$ cat config.mk
export PLATFORM = sky130hd
export DESIGN_NAME = pair_issue_gate
export DESIGN_NICKNAME = d
export VERILOG_FILES = /design/src/rtl/pair_pkg.sv /design/src/rtl/pair_hazard.sv /design/src/rtl/pair_rules.sv /design/src/rtl/pair_issue_gate.sv
export SDC_FILE = /design/constraint.sdc
export NUM_CORES = 1
export LEC_CHECK = 0
export ABC_AREA = 0
export BUFFER_PORTS_ARGS = -buffer_cell sky130_fd_sc_hd__buf_2
export CORE_AREA = 2 2 39 41
export CTS_CLUSTER_SIZE = 28
export DETAILED_ROUTE_END_ITERATION = 8
export DIE_AREA = 0 0 41 43
export GPL_TIMING_DRIVEN = 0
export PLACE_DENSITY_LB_ADDON = 0.2
export SKIP_CTS_REPAIR_TIMING = 1
export SYNTH_ARGS = -nofsm -noshare
export SYNTH_HDL_FRONTEND = slang
export SYNTH_HIERARCHICAL = 1
export SYNTH_SLANG_ARGS = --single-unit
export TNS_END_PERCENT = 50
$ cat constraint.sdc
create_clock -name clk -period 0.8 [get_ports clk]
set_input_delay 0 -clock clk [delete_from_list [all_inputs] [get_ports clk]]
set_output_delay 0 -clock clk [all_outputs]
set_load 0.02 [all_outputs]
$ cat src/rtl/pair_pkg.sv
package pair_pkg;
    typedef enum logic [1:0] {
        ST_IDLE = 2'd0,
        ST_SOLO = 2'd1,
        ST_DUAL = 2'd2
    } issue_state_e;
endpackage

$ cat src/rtl/pair_hazard.sv
module pair_hazard #(
    parameter int REG_W   = 5,
    parameter int NUM_SRC = 2
) (
    input  logic                     old_wr_en,
    input  logic [REG_W-1:0]         old_dst,
    input  logic                     young_wr_en,
    input  logic [REG_W-1:0]         young_dst,
    input  logic [NUM_SRC-1:0]       young_src_use,
    input  logic [NUM_SRC*REG_W-1:0] young_src,
    output logic                     raw,
    output logic                     waw
);
    localparam logic [REG_W-1:0] ZERO_REG = '0;

    logic               old_live;
    logic [NUM_SRC-1:0] src_hit;

    assign old_live = old_wr_en && (old_dst != ZERO_REG);

    for (genvar i = 0; i < NUM_SRC; i++) begin : g_src
        assign src_hit[i] = young_src_use[i] &&
                            (young_src[i*REG_W +: REG_W] == old_dst);
    end

    assign raw = old_live && (|src_hit);
    assign waw = old_live && young_wr_en && (young_dst == old_dst);
endmodule

$ cat src/rtl/pair_rules.sv
module pair_rules (
    input  logic old_valid,
    input  logic old_simple,
    input  logic old_jump,
    input  logic young_valid,
    input  logic young_simple,
    input  logic raw,
    input  logic waw,
    output logic pair_ok,
    output logic older_ok
);
    logic class_ok;
    logic dep_free;

    assign class_ok = old_simple && young_simple && !old_jump;
    assign dep_free = !raw && !waw;
    assign older_ok = old_valid;
    assign pair_ok  = old_valid && young_valid && class_ok && dep_free;
endmodule

$ cat src/rtl/pair_issue_gate.sv
module pair_issue_gate
    import pair_pkg::*;
#(
    parameter int REG_W   = 5,
    parameter int NUM_SRC = 2
) (
    input  logic                     clk,
    input  logic                     rst_n,
    input  logic                     stall_i,
    input  logic                     old_valid_i,
    input  logic                     old_simple_i,
    input  logic                     old_jump_i,
    input  logic                     old_wr_en_i,
    input  logic [REG_W-1:0]         old_dst_i,
    input  logic                     young_valid_i,
    input  logic                     young_simple_i,
    input  logic                     young_wr_en_i,
    input  logic [REG_W-1:0]         young_dst_i,
    input  logic [NUM_SRC-1:0]       young_src_use_i,
    input  logic [NUM_SRC*REG_W-1:0] young_src_i,
    output logic                     issue_both_o,
    output logic                     issue_older_only_o,
    output logic [1:0]               pipe_used_o
);
    localparam logic [REG_W-1:0] ZERO_REG = '0;

    issue_state_e state_q, state_nx;
    logic raw, waw, pair_ok, older_ok;

    pair_hazard #(.REG_W(REG_W), .NUM_SRC(NUM_SRC)) u_hazard (
        .old_wr_en     (old_wr_en_i),
        .old_dst       (old_dst_i),
        .young_wr_en   (young_wr_en_i),
        .young_dst     (young_dst_i),
        .young_src_use (young_src_use_i),
        .young_src     (young_src_i),
        .raw           (raw),
        .waw           (waw)
    );

    pair_rules u_rules (
        .old_valid    (old_valid_i),
        .old_simple   (old_simple_i),
        .old_jump     (old_jump_i),
        .young_valid  (young_valid_i),
        .young_simple (young_simple_i),
        .raw          (raw),
        .waw          (waw),
        .pair_ok      (pair_ok),
        .older_ok     (older_ok)
    );

    // Register 0 as destination never yields a dependence
    AST_ZERO_DST_FREE: assert property (@(posedge clk) disable iff (!rst_n)
        (old_dst_i == ZERO_REG) |-> (!raw && !waw));

    // Next-state selection: t_hold, t_pair, t_single, t_none
    always_comb begin
        state_nx = state_q;
        if (!stall_i) begin
            if (pair_ok)       state_nx = ST_DUAL;
            else if (older_ok) state_nx = ST_SOLO;
            else               state_nx = ST_IDLE;
        end
    end

    always_ff @(posedge clk or negedge rst_n) begin
        if (!rst_n) state_q <= ST_IDLE;
        else        state_q <= state_nx;
    end

    always_comb begin
        issue_both_o       = 1'b0;
        issue_older_only_o = 1'b0;
        pipe_used_o        = 2'b00;
        unique case (state_q)
            ST_IDLE: ;
            ST_SOLO: begin
                issue_older_only_o = 1'b1;
                pipe_used_o        = 2'b01;
            end
            ST_DUAL: begin
                issue_both_o = 1'b1;
                pipe_used_o  = 2'b11;
            end
            default: ;
        endcase
    end

    AST_ONE_DECISION: assert property (@(posedge clk) disable iff (!rst_n)
        $onehot0({issue_both_o, issue_older_only_o}));
    AST_STALL_HOLD: assert property (@(posedge clk) disable iff (!rst_n)
        stall_i |=> ($stable(issue_both_o) && $stable(issue_older_only_o)
                     && $stable(pipe_used_o)));
    AST_NO_OLDER_NO_ISSUE: assert property (@(posedge clk) disable iff (!rst_n)
        (!stall_i && !old_valid_i) |=> (pipe_used_o == 2'b00));
    AST_YOUNG_ABSENT_SOLO: assert property (@(posedge clk) disable iff (!rst_n)
        (!stall_i && old_valid_i && !young_valid_i) |=> issue_older_only_o);
    AST_JUMP_BLOCKS_PAIR: assert property (@(posedge clk) disable iff (!rst_n)
        (!stall_i && old_jump_i) |=> !issue_both_o);
    AST_PAIR_NEXT_CYCLE: assert property (@(posedge clk) disable iff (!rst_n)
        (!stall_i && pair_ok) |=> (issue_both_o && pipe_used_o == 2'b11));
endmodule

# Word-level counts from Yosys, hierarchy flattened
# Index checks and enable logic that the tools add are counted.
# totals
wordCells	28
out_inout_bits	4
in_bits	32
ff_bits	2
# classes
muxes	5
n_eq_ne	5
reduce_logical	17
# ops
cell	n
== test 5 bit	3
logical AND 1 bit	12
nonzero test 5 bit	1
case mux 2 bit (2 select lines)	1
logical NOT 1 bit	3
two-way mux 1 bit	3
== test 2 x 1 -> 1 bit (second input constant)	1
== test 2 bit (second input constant)	1
two-way mux 2 bit	1
OR reduction 2 bit	1

# Longest topological paths before layout
# logic_depth
word_depth	8
depth_mapped	7
ltp_nobuf	7

# Modules after synthesis
# Netlist, hierarchy kept.
# modules_own_cells
mod	cells_each	area_each_um2	instances	seq_area_each_um2
pair_hazard	25	190.2	1	0.0
pair_issue_gate	12	123.9	1	50.0
pair_rules	4	31.3	1	0.0

# Worst setup path after synthesis
# OpenSTA, ideal clock, no wires.
# synth_path
path_kind	input-to-reg
from	in old_dst_i[1]
to	reg state_q[0]
path_slack_ps	-505
arrival_ps	1179
required_ps	674
stages	6
path_buffers	0
setup_time_ps	126
cell_sequence	or4_1 > o21ai_2 > nor3_1 > nor4_2 > nand2b_1 > o21ai_0
# synth_via
elab_chain_cells	8
elab_cells_between_ends	16
classes_between	eq/ne: 3; mux: 1; reduce/logical: 12
# synth_lines
item	line_no	rtl
from (decl)	pair_issue_gate.sv:14	input logic [REG_W-1:0] old_dst_i,
nonzero test 5 bit	pair_hazard.sv:19	assign old_live = old_wr_en && (old_dst != ZERO_REG);
logical AND 1 bit	pair_hazard.sv:19	
logical AND 1 bit	pair_hazard.sv:27	assign waw = old_live && young_wr_en && (young_dst == old_dst);
logical AND 1 bit *	pair_hazard.sv:27	
named net waw	pair_issue_gate.sv:28	logic raw, waw, pair_ok, older_ok;
logical NOT 1 bit *	pair_rules.sv:16	assign dep_free = !raw && !waw;
logical AND 1 bit *	pair_rules.sv:16	
logical AND 1 bit *	pair_rules.sv:18	assign pair_ok = old_valid && young_valid && class_ok && dep_free;
named net pair_ok	pair_issue_gate.sv:28	
two-way mux 2 bit *	pair_issue_gate.sv:61	if (pair_ok) state_nx = ST_DUAL;
to (signal assigned)	pair_issue_gate.sv:69	else state_q <= state_nx;
to (decl)	pair_issue_gate.sv:27	issue_state_e state_q, state_nx;
# Mark *: on every way through the listed nets, which the timed path passes. The rest lies on a longest branch.
# A chain may end at the register's enable or synchronous reset.

# Worst setup path after layout
# layout_path
from	in old_dst_i[3]
to	reg state_q[0]
# layout_via
elab_chain_cells	8
elab_cells_between_ends	16
classes_between	eq/ne: 3; mux: 1; reduce/logical: 12
# layout_lines
item	line_no	rtl
== test 5 bit	pair_hazard.sv:23	(young_src[i*REG_W +: REG_W] == old_dst);
logical AND 1 bit	pair_hazard.sv:22	assign src_hit[i] = young_src_use[i] &&
OR reduction 2 bit	pair_hazard.sv:26	assign raw = old_live && (|src_hit);
logical AND 1 bit *	pair_hazard.sv:26	
named net raw	pair_issue_gate.sv:28	
logical NOT 1 bit *	pair_rules.sv:16	
logical AND 1 bit *	pair_rules.sv:16	
logical AND 1 bit *	pair_rules.sv:18	
named net pair_ok	pair_issue_gate.sv:28	
two-way mux 2 bit *	pair_issue_gate.sv:61	
# Marked as above.

==> results_dict.tcl <==
set metrics [dict create \
    grt_start_max_net_pins 5 \
    syn_nets 75 \
    pre_cts_slack_ps -701.0 \
    overflow 0 \
    start_util_pct 24.95 \
    synth_seq_area_share_pct 14.49 \
    r2r_slack_ps 0 \
    htree_levels 1 \
    path_buf_inv 1 \
    slew_headroom_pct 84.19 \
    synth.most_common_cell "xor2_1" \
    grt_pass1_vias 361 \
    drtAntennaViolNets 0 \
    drt-total-wl_microns 942 \
    worstSkewPairLatency_ps 220 \
    place.gp.congestion 0.6835 \
    ys_warn_count 6 \
    drv_slew 0 \
    clk_pin_slew_worst_paths_ps 30 \
    crit_arrival_ps 1270 \
    dp_cells 92 \
    worstSetupPathType "input port to flop" \
    nNetsFinal 119 \
    timing.final.crit_share_pct 145.3 \
    cpPeakStageDelay_ps 520 \
    min-delay-path-class "input port to flop" \
    setup_ws_ps -362.7 \
    tritoncts "done" \
    place_area_sq_um 540.5 \
    finalSetupTns_ps -1624 \
    synth_edf_count 0 \
    crit_fanout 3 \
    clock.fmax_ghz 0.8601 \
    dieHeight_microns 43 \
    worst_path_max_delay_cell "or4_4" \
    synth_top_area_share_pct 20.29 \
    max-vdd-ir-drop_uv 270.6 \
    cts-root-buf "clkbuf_4" \
    finalInstanceArea_sq_um 668.1 \
    syn_area_sq_um 345.3 \
    rsz0062_at_grt "true" \
    cts_inserted_buffers 3 \
    core_sq_um 1384 \
    synth_cell_types 19 \
    final_core_util_pct 48.28 \
    critical-path-top-delay-family "simple AND/OR/NAND/NOR gates" \
    grt_pass1_wl_microns 1283 \
    fp-row-count 14 \
    maxCapViolations 0 \
    dr.first_iter.drc_count 8 \
    min_period_ps 1163 \
    top_register "state_q" \
    via_count 431 \
    final_cells 99 \
    clk_path_buf_depth 2 \
    status "finished with violations" \
    fin_worst_skew_ps 0 \
    drive_gt1_share_pct 61.45 \
    largest_register_ffs 2 \
    area_growth_pct 93.48 \
    report.power.total_mw 0.6217 \
    synth_area_leaders "xor2_1 20%, xnor2_1 18%, dfrtp_1 14%" \
    nFillCells 150 \
    antenna_found_initial 0 \
    worst_pin_slew_ps 235.4 \
    avgRoutedWirePerCell_microns 9.515 \
    dr.pass1.iters 4 \
    portBuffers 35 \
    drc_errors 0 \
    io_pins 36 \
    hold_violations 0 \
    die_w_microns 41 \
    powerDensity_nw_per_um2 930.6 \
    synthFlopType "dfrtp_1" \
    crit_path_cell_trace "buf_8 > or4_4 > o21ai_2 > a21oi_2 > nor4_2 > nand2b_1 > o21ai_1" \
    syn_inst 41 \
    dieArea_sq_um 1763 \
    whs_ps 35.73 \
    synthArstFlopShare_pct 100.0 \
    reg.largest.list "state_q: 2 flops" \
    yosysTopAreaCell "xor2_1" \
    crit_path_start_kind "input port" \
    p_leak_nw 0.3231 \
    grt_usage_pct 10.49 \
    end_kind "flop" \
    synthTopCellsByCount "8 x xor2_1, 7 x xnor2_1, 3 x inv_1, 3 x nand2_1" \
    syn_area_per_cell_sq_um 8.423 \
    cts_sinks 2 \
    setup_viol 6 \
    failed_checks "negative setup slack" \
    diodes 0 \
    vias_per_cell 4.354 \
    ys_ff_latch 2 \
    critical_path_required_ps 910 \
]
[worst paths after layout]
kind | startpoint | to | depth (start not counted)
worst max-delay path | old_dst_i[3] | state_q[0]$_DFFE_PN0N_ | 7
worst min-delay path | stall_i | state_q[0]$_DFFE_PN0N_ | 3
worst max register to register | state_q[1]$_DFFE_PN0N_ | state_q[1]$_DFFE_PN0N_ | 1
worst min register to register | state_q[0]$_DFFE_PN0N_ | state_q[0]$_DFFE_PN0N_ | 2
max in group asynchronous | rst_n | state_q[0]$_DFFE_PN0N_ | 2
min in group asynchronous | rst_n | state_q[1]$_DFFE_PN0N_ | 2
[layout make-up]
class	count	area [sq um]	share of cell area (%)
Multi-Input combinational cell	34	295.3	44.19
Timing Repair Buffer	39	250.2	37.45
Sequential cell	2	50.05	7.491
Clock buffer	3	22.52	3.371
Tap cell	16	20.02	2.996
Buffer	2	18.77	2.809
Inverter	3	11.26	1.685
[power by group]
group	leakage [nW]	total (mW)	internal [mW]	switching (mW)
sequential	0.0261	0.114	0.108	0.00628
combinational	0.283	0.286	0.167	0.119
clock	0.0138	0.222	0.165	0.0561
total	0.323	0.622	0.440	0.181
[logic make-up after synthesis]
kind of cell,synth area share (%)
AO/OA/AOI/OAI,5.432
flip-flops,14.49
AND/OR/NAND/NOR,22.83
adder cells (fa/ha/maj),7.245
XOR/XNOR,38.04
buffers and inverters,7.607
multiplexers,4.347
[cell usage in the layout (no fill, tap or decap), types with 2 or more instances in the layout]
cell,instances
buf_2,28
dfrtp_1,2
buf_4,5
clkbuf_4,3
dlygate4sd3_1,2
nor4_2,2
nand2_1,3
xnor2_1,7
nand3_1,2
inv_2,2
xor2_1,8
buf_6,5
[worst min-delay path, stage by stage]
cell	delay [ps]
buf_2	100
nand2_1	50
o21ai_1	60
[routing by layer]
metal	track usage [%]	part of all wire, %	vias up
met5	0	0	-
met4	6.000	0	0
met3	1.571	9.0	0
met2	16.88	57	22
met1	12.34	34	188
li1	-	-	221
No activity file was read; power rests on OpenSTA's default activity.
